$ cat src/rtl/rptr_pkg.sv
package rptr_pkg;

    typedef enum logic [2:0] {
        ST_OFF,      // link disabled, nothing driven
        ST_IDLE,     // joined, both segments HIGH
        ST_A_OWN,    // LOW started on side A, driving side B
        ST_B_FIRST,  // LOW started on side B, driving side A
        ST_B_HOLD,   // side-B originated, driving both sides
        ST_PLATEAU,  // side A released, holding B until A reads HIGH
        ST_SETTLE    // nothing driven, waiting for both sides HIGH
    } rptr_state_e;

    localparam int SENSE_W = 3;
    localparam int IDX_A   = 0;
    localparam int IDX_B   = 1;
    localparam int IDX_BH  = 2;

endpackage

$ cat src/rtl/rptr_sync.sv
module rptr_sync #(
    parameter int WIDTH  = 3,
    parameter int STAGES = 2
) (
    input  logic             clk,
    input  logic             rst_n,
    input  logic [WIDTH-1:0] d_i,
    output logic [WIDTH-1:0] q_o
);

    localparam int LAST = STAGES - 1;

    logic [WIDTH-1:0] pipe [STAGES];

    generate
        for (genvar s = 0; s < STAGES; s++) begin : g_stage
            if (s == 0) begin : g_first
                always_ff @(posedge clk or negedge rst_n) begin
                    if (!rst_n) pipe[s] <= '0;
                    else        pipe[s] <= d_i;
                end
            end else begin : g_next
                always_ff @(posedge clk or negedge rst_n) begin
                    if (!rst_n) pipe[s] <= '0;
                    else        pipe[s] <= pipe[s-1];
                end
            end
        end
    endgenerate

    assign q_o = pipe[LAST];

endmodule

$ cat src/rtl/rptr_fsm.sv
module rptr_fsm
    import rptr_pkg::*;
(
    input  logic clk,
    input  logic rst_n,
    input  logic link_en,
    input  logic a_lo,
    input  logic b_lo,
    input  logic b_hard,
    output logic drv_a,
    output logic drv_b
);

    rptr_state_e state_q, state_d;

    // next-state logic
    always_comb begin
        state_d = state_q;
        if (!link_en) begin
            state_d = ST_OFF;
        end else begin
            unique case (state_q)
                ST_OFF:     if (!a_lo && !b_lo) state_d = ST_IDLE;
                ST_IDLE: begin
                    if (a_lo)      state_d = ST_A_OWN;
                    else if (b_lo) state_d = ST_B_FIRST;
                end
                ST_A_OWN: begin
                    // own echo on B is ignored; only a hard LOW crosses back
                    if (!a_lo) state_d = b_hard ? ST_B_FIRST : ST_SETTLE;
                end
                ST_B_FIRST: begin
                    if (a_lo)       state_d = ST_B_HOLD;
                    else if (!b_lo) state_d = ST_SETTLE;
                end
                ST_B_HOLD:  if (!b_hard) state_d = ST_PLATEAU;
                ST_PLATEAU: if (!a_lo)   state_d = ST_SETTLE;
                ST_SETTLE: begin
                    if (b_hard)              state_d = ST_B_FIRST;
                    else if (a_lo)           state_d = ST_A_OWN;
                    else if (!b_lo)          state_d = ST_IDLE;
                end
                default:                     state_d = ST_OFF;
            endcase
        end
    end

    // state register
    always_ff @(posedge clk or negedge rst_n) begin
        if (!rst_n) state_q <= ST_OFF;
        else        state_q <= state_d;
    end

    // output decode
    always_comb begin
        drv_a = 1'b0;
        drv_b = 1'b0;
        unique case (state_q)
            ST_OFF, ST_IDLE, ST_SETTLE: ;
            ST_A_OWN:   drv_b = 1'b1;
            ST_B_FIRST: drv_a = 1'b1;
            ST_B_HOLD: begin
                drv_a = 1'b1;
                drv_b = 1'b1;
            end
            ST_PLATEAU: drv_b = 1'b1;
            default: ;
        endcase
    end

endmodule

$ cat src/rtl/rptr_gate.sv
module rptr_gate #(
    parameter int LANES = 2
) (
    input  logic             en,
    input  logic [LANES-1:0] req,
    output logic [LANES-1:0] drive
);

    generate
        for (genvar i = 0; i < LANES; i++) begin : g_lane
            assign drive[i] = req[i] & en;
        end
    endgenerate

endmodule

$ cat src/rtl/od_line_repeater.sv
module od_line_repeater
    import rptr_pkg::*;
#(
    parameter int SYNC_STAGES = 2
) (
    input  logic clk,
    input  logic rst_n,
    input  logic link_en_i,
    input  logic a_low_i,
    input  logic b_low_i,
    input  logic b_hard_low_i,
    output logic a_pull_o,
    output logic b_pull_o
);

    logic [SENSE_W-1:0] sense_raw;
    logic [SENSE_W-1:0] sense_q;
    logic               a_seen;
    logic               drv_a_req;
    logic               drv_b_req;
    logic [1:0]         drive;

    assign sense_raw[IDX_A]  = a_low_i;
    assign sense_raw[IDX_B]  = b_low_i;
    assign sense_raw[IDX_BH] = b_hard_low_i;

    rptr_sync #(.WIDTH(SENSE_W), .STAGES(SYNC_STAGES)) u_sync (
        .clk   (clk),
        .rst_n (rst_n),
        .d_i   (sense_raw),
        .q_o   (sense_q)
    );

    assign a_seen = sense_q[IDX_A];

    rptr_fsm u_fsm (
        .clk     (clk),
        .rst_n   (rst_n),
        .link_en (link_en_i),
        .a_lo    (a_seen),
        .b_lo    (sense_q[IDX_B]),
        .b_hard  (sense_q[IDX_BH]),
        .drv_a   (drv_a_req),
        .drv_b   (drv_b_req)
    );

    rptr_gate #(.LANES(2)) u_gate (
        .en    (link_en_i),
        .req   ({drv_b_req, drv_a_req}),
        .drive (drive)
    );

    assign a_pull_o = drive[0];
    assign b_pull_o = drive[1];

endmodule

$ cat config.mk
export PLATFORM = sky130hd
export DESIGN_NAME = od_line_repeater
export DESIGN_NICKNAME = d
export VERILOG_FILES = /design/src/rtl/rptr_pkg.sv /design/src/rtl/rptr_sync.sv /design/src/rtl/rptr_fsm.sv /design/src/rtl/rptr_gate.sv /design/src/rtl/od_line_repeater.sv
export SDC_FILE = /design/constraint.sdc
export NUM_CORES = 1
export LEC_CHECK = 0
export BUFFER_PORTS_ARGS = -buffer_cell sky130_fd_sc_hd__buf_4
export CELL_PAD_IN_SITES_DETAIL_PLACEMENT = 1
export CELL_PAD_IN_SITES_GLOBAL_PLACEMENT = 1
export CORE_AREA = 2 2 39 41
export CTS_BUF_LIST = sky130_fd_sc_hd__clkbuf_2
export CTS_CLUSTER_SIZE = 24
export DETAILED_ROUTE_END_ITERATION = 16
export DIE_AREA = 0 0 41 43
export PLACE_DENSITY_LB_ADDON = 0.1
export SYNTH_ARGS = -nofsm -noshare
export SYNTH_HDL_FRONTEND = slang
export SYNTH_SLANG_ARGS = --single-unit
$ cat constraint.sdc
create_clock -name clk -period 1.9 [get_ports clk]
set_clock_uncertainty 0.15 [all_clocks]
set_input_delay 0.19 -clock clk [delete_from_list [all_inputs] [get_ports clk]]
set_output_delay 0.19 -clock clk [all_outputs]
set_load 0.02 [all_outputs]
# ---- Word level (Yosys, flattened, before mapping)
# Cells that the tools add are included.
dict set report word_totals {
  regBits 9
  input_bits 6
  out_inout_bits 2
  wordCells 41
}
dict set report classes {
  n_eq_ne 13
  muxes 16
  bitwise 2
  reduce_logical 7
}
# operator count
set op_table {}
lappend op_table {{$mux W3} 13}
lappend op_table {{$pmux W3 S7} 1}
lappend op_table {{$eq A3 B3 Y1 const B} 3}
lappend op_table {{$ne A3 B3 Y1 const B} 3}
lappend op_table {{$ne A4 B4 Y1 const B} 2}
lappend op_table {{$reduce_and A7 Y1} 1}
lappend op_table {{$eq A3 B2 Y1 const B} 2}
lappend op_table {{$ne A5 B5 Y1 const B} 1}
lappend op_table {{$eq A3 B1 Y1 const B} 1}
lappend op_table {{$logic_not A3 Y1} 1}
lappend op_table {{$ne A3 B2 Y1 const B} 1}
lappend op_table {{$reduce_or A3 Y1} 1}
lappend op_table {{$and A1 B1 Y1} 2}
lappend op_table {{$logic_not A1 Y1} 2}
lappend op_table {{$mux W1} 2}
lappend op_table {{$reduce_or A2 Y1} 1}
lappend op_table {{$logic_and A1 B1 Y1} 1}

# ---- Longest topological paths before layout
dict set report logic_depth {
  depth_word 5
  depth_mapped 6
  mapped_depth_nobuf 5
}

# ---- By module
# From an unflattened synthesis, not the netlist that was laid out.
dict set report unflattened {
  cells_unflattened 56
  hier_area_um2 580.6
}
# mod instances cells_each area_per_inst_um2 seq_area_each_um2
set modules_own_cells {}
lappend modules_own_cells {rptr_fsm 1 45 395.4 75.1}
lappend modules_own_cells {rptr_sync 1 9 172.7 150.1}
lappend modules_own_cells {rptr_gate 1 2 12.5 0.0}

# ---- Worst setup path after synthesis
# Ideal clock, no wire load.
dict set report synth_path {
  kind {register -> register}
  startpoint {reg u_fsm.state_q[0]}
  endpoint {reg u_fsm.state_q[1]}
  setup_ns 0.125
  t_arrival_ns 1.461
  required_time_ns 1.625
  path_slack_ns 0.164
  stages_incl_launch_ff 6
  n_path_buf 0
  synth_period_minus_slack_ns 1.736
  cell_sequence {dfrtp_1 > nand2b_1 > o21ai_1 > a31oi_1 > o32ai_2 > mux2_4}
}
dict set report synth_between {
  elab_chain_cells 3
  word_cells_on_any_way 17
  classes_between {eq/ne (13); mux (2); reduce/logical (2)}
}
# element line
set synth_lines {}
lappend synth_lines {{from (decl)} rptr_fsm.sv:14} ;# rptr_state_e state_q, state_d;
lappend synth_lines {{from (signal assigned)} rptr_fsm.sv:51} ;# else state_q <= state_d;
lappend synth_lines {{$eq A3 B3 Y1, or another cell as far along} rptr_fsm.sv:22} ;# unique case (state_q)
lappend synth_lines {{$ne A5 B5 Y1 (no line), or another cell as far along} n/a}
lappend synth_lines {{$reduce_and A7 Y1 (no line) or $mux W3 (tied branches)} n/a}
# Several ways; a longest one is shown, not always the timed one.
# A chain may end at the register's enable or synchronous reset.

# ---- Final worst setup path
dict set report layout_path {
  startpoint {reg u_fsm.state_q[0]}
  endpoint {reg u_fsm.state_q[2]}
}
# Same word-level chain as after synthesis.

==> impl_metrics.tcl <==
set metrics [dict create \
    via_per_inst 4.938 \
    die_w_um 41 \
    cts_buffers 3 \
    cp-end-kind "flop" \
    drv_cap 0 \
    cp_max_fo 5 \
    grt_pass1_vias 395 \
    first_pass_iters 4 \
    setup_violations 0 \
    antenna-diode-count 0 \
    rsz0062_at_grt "no" \
    syn_nets 53 \
    p_leak_nw 0.2959 \
    gp_congestion 0.7411 \
    required_ps 1890 \
    cp-start-kind "flop" \
    coreArea_um2 1384 \
    period_share_pct 97.54 \
    ir_drop_v 0.0004984 \
    root_buffer "clkbuf_2" \
    p_per_area_nw_per_um2 1359 \
    cp-startpoint "u_fsm.state_q[0]$_DFFE_PN0P_" \
    grt_pass1_wl_um 1649 \
    min_path_type "input pin to flop" \
    r2r_start "u_fsm.state_q[0]$_DFFE_PN0P_" \
    cts_tree "done" \
    yosysWarnings 0 \
    gr-total-overflow 0 \
    drive_gt1_share_pct 38.46 \
    hold_viol_final 0 \
    syn_inst 47 \
    period_minus_slack_ps 1853 \
    die_area_um2 1763 \
    area_delta_synth_final_pct 36.17 \
    num_rows 14 \
    wire_per_inst_um 13.48 \
    final_max_slew_viol_count 0 \
    routed_wl_um 1092 \
    vias 400 \
    antenna_found_initial 0 \
    fmax_mhz 539.6 \
    ant_nets 0 \
    ys_types 22 \
    drtIter0Drc 1 \
    clock_latency_ps 230 \
    cts.sinks 9 \
    ios 8 \
    yosysSeqAreaShare_pct 47.87 \
    fin_util_pct 46.29 \
    cp-endpoint "u_fsm.state_q[2]$_DFFE_PN0P_" \
    io_buffers 7 \
    arrival_ps 1840 \
    ys_ff_latch 9 \
    start_util_pct 34.00 \
    die_h_um 43 \
    r2r_setup_slack_ps 50 \
    grt_max_degree 11 \
    clock_path_buffers 2 \
    fin_nets 72 \
    htreeDepth 1 \
    rr_worst_depth 6 \
    worstMarginPinSlew_ps 339.1 \
    tns_ps 0 \
    syn-mean-instance-area_um2 10.01 \
    maxSlewHeadroom_pct 77.39 \
    reg2reg_to "u_fsm.state_q[2]$_DFFE_PN0P_" \
    syn_area_um2 470.5 \
    track_usage_pct 14.29 \
    clk_pin_slew_worst_paths_ps 70 \
    dp_hpwl_um 785.5 \
    status "finished, final reports clean" \
    drc 0 \
    crit_type "flop to flop" \
]
==> cell usage after synthesis <==
cell type / count / area share, %
nand2b_1: 2 / 2.7
nand2b_4: 1 / 2.9
mux2_4: 1 / 3.2
dfrtp_1: 9 / 48
and2_1: 1 / 1.3
o22ai_1: 3 / 4.0
a31oi_1: 1 / 1.3
inv_1: 5 / 4.0
mux2_2: 1 / 2.4
nand2_1: 3 / 2.4
buf_6: 1 / 2.4
a32oi_1: 1 / 1.9
o31ai_1: 1 / 1.6
o21ai_0: 2 / 2.1
mux2i_1: 2 / 4.3
o32ai_2: 1 / 3.5
nor3_1: 1 / 1.1
buf_4: 1 / 1.6
o21ai_1: 1 / 1.1
a21oi_1: 3 / 3.2
nor2_1: 5 / 4.0
nor2b_1: 1 / 1.3
==> repair_timing <==
action	in CTS	in global routing
gates resized for setup	0	6
endpoints found under the hold margin	12	0
setup buffers	0	4
hold buffers	4	0
endpoints found under the setup margin	0	3
==> critical path, cell delays in order (launching register included) <==
cell,delay (ps)
dfrtp_2,460
nand2b_4,160
o21ai_2,130
a31oi_1,120
o32ai_2,340
buf_4,190
mux2i_1,220
==> cell usage in the layout, fill, tap and decap left out, types with 2 or more instances in the layout <==
master / count
a21oi_1: 3
buf_4: 12
clkbuf_2: 4
dfrtp_1: 7
dfrtp_2: 2
dlygate4sd3_1: 4
inv_1: 5
mux2i_1: 2
nand2_1: 3
nand2b_4: 2
nor2_1: 5
o22ai_1: 3
==> layout make-up <==
| class | count | area (µm²) |
|---|---|---|
| clock buffers | 4 | 20.02 |
| multi-input cells | 31 | 224.0 |
| inverters | 5 | 18.77 |
| repair buffers | 16 | 130.1 |
| flip-flops and latches | 9 | 227.7 |
| fillers | 171 | 743.2 |
| well taps | 16 | 20.02 |
==> where the power goes <==
part	internal, mW	total [mW]	switching (mW)
clock	0.0560	0.114	0.0583
combinational	0.241	0.446	0.205
sequential	0.231	0.310	0.0787
==> worst min path at each step <==
| stage | start | end | cells after the start |
|---|---|---|---|
| floorplan | rst_n | u_fsm.state_q[0]$_DFFE_PN0P_ | 0 |
| detailed placement | rst_n | u_sync.pipe[4]$_DFF_PN0_ | 1 |
| global route | link_en_i | u_fsm.state_q[0]$_DFFE_PN0P_ | 3 |
| CTS | link_en_i | u_fsm.state_q[0]$_DFFE_PN0P_ | 3 |
| global placement | rst_n | u_sync.pipe[3]$_DFF_PN0_ | 1 |
| finish | link_en_i | u_fsm.state_q[0]$_DFFE_PN0P_ | 3 |
==> layer usage <==
layer  global-route usage (%)  vias to the layer above  share of wire (%)
met5                        0                        -                  0
met4                    8.000                        0                  0
met3                    1.571                        0                3.4
met2                    23.44                        9                 57
met1                    16.95                      193                 39
li1                         -                      198                  -
==> registers in the layout, indices dropped and copies added, names as in the netlist <==
signal	count
u_sync.pipe	3
u_sync.q_o	3
u_fsm.state_q	3
==> metrics by stage <==
stage	total power, mW	area (µm²)	setup slack [ps]	hold WS, ps	std cells
6_report	0.8703	640.6	46.79	91.32	81
2_1_floorplan	0.5725	470.5	163.8	-255.6	47
4_1_cts	0.7838	591.8	26.55	80.67	77
3_3_place_gp	0.6243	531.8	144.6	-136.9	69
5_1_grt	0.9373	640.6	8.100	72.94	81
3_5_place_dp	0.6559	531.8	36.16	-132.8	69
==> cell families (layout without fill, tap and decap cells) <==
family | after synthesis | in the layout | synth area share, %
flops | 9 | 9 | 47.87
compound gates | 13 | 13 | 18.62
simple gates | 14 | 14 | 15.69
buf+inv | 7 | 25 | 7.980
mux | 4 | 4 | 9.839
(Power assumes the default switching activity.)
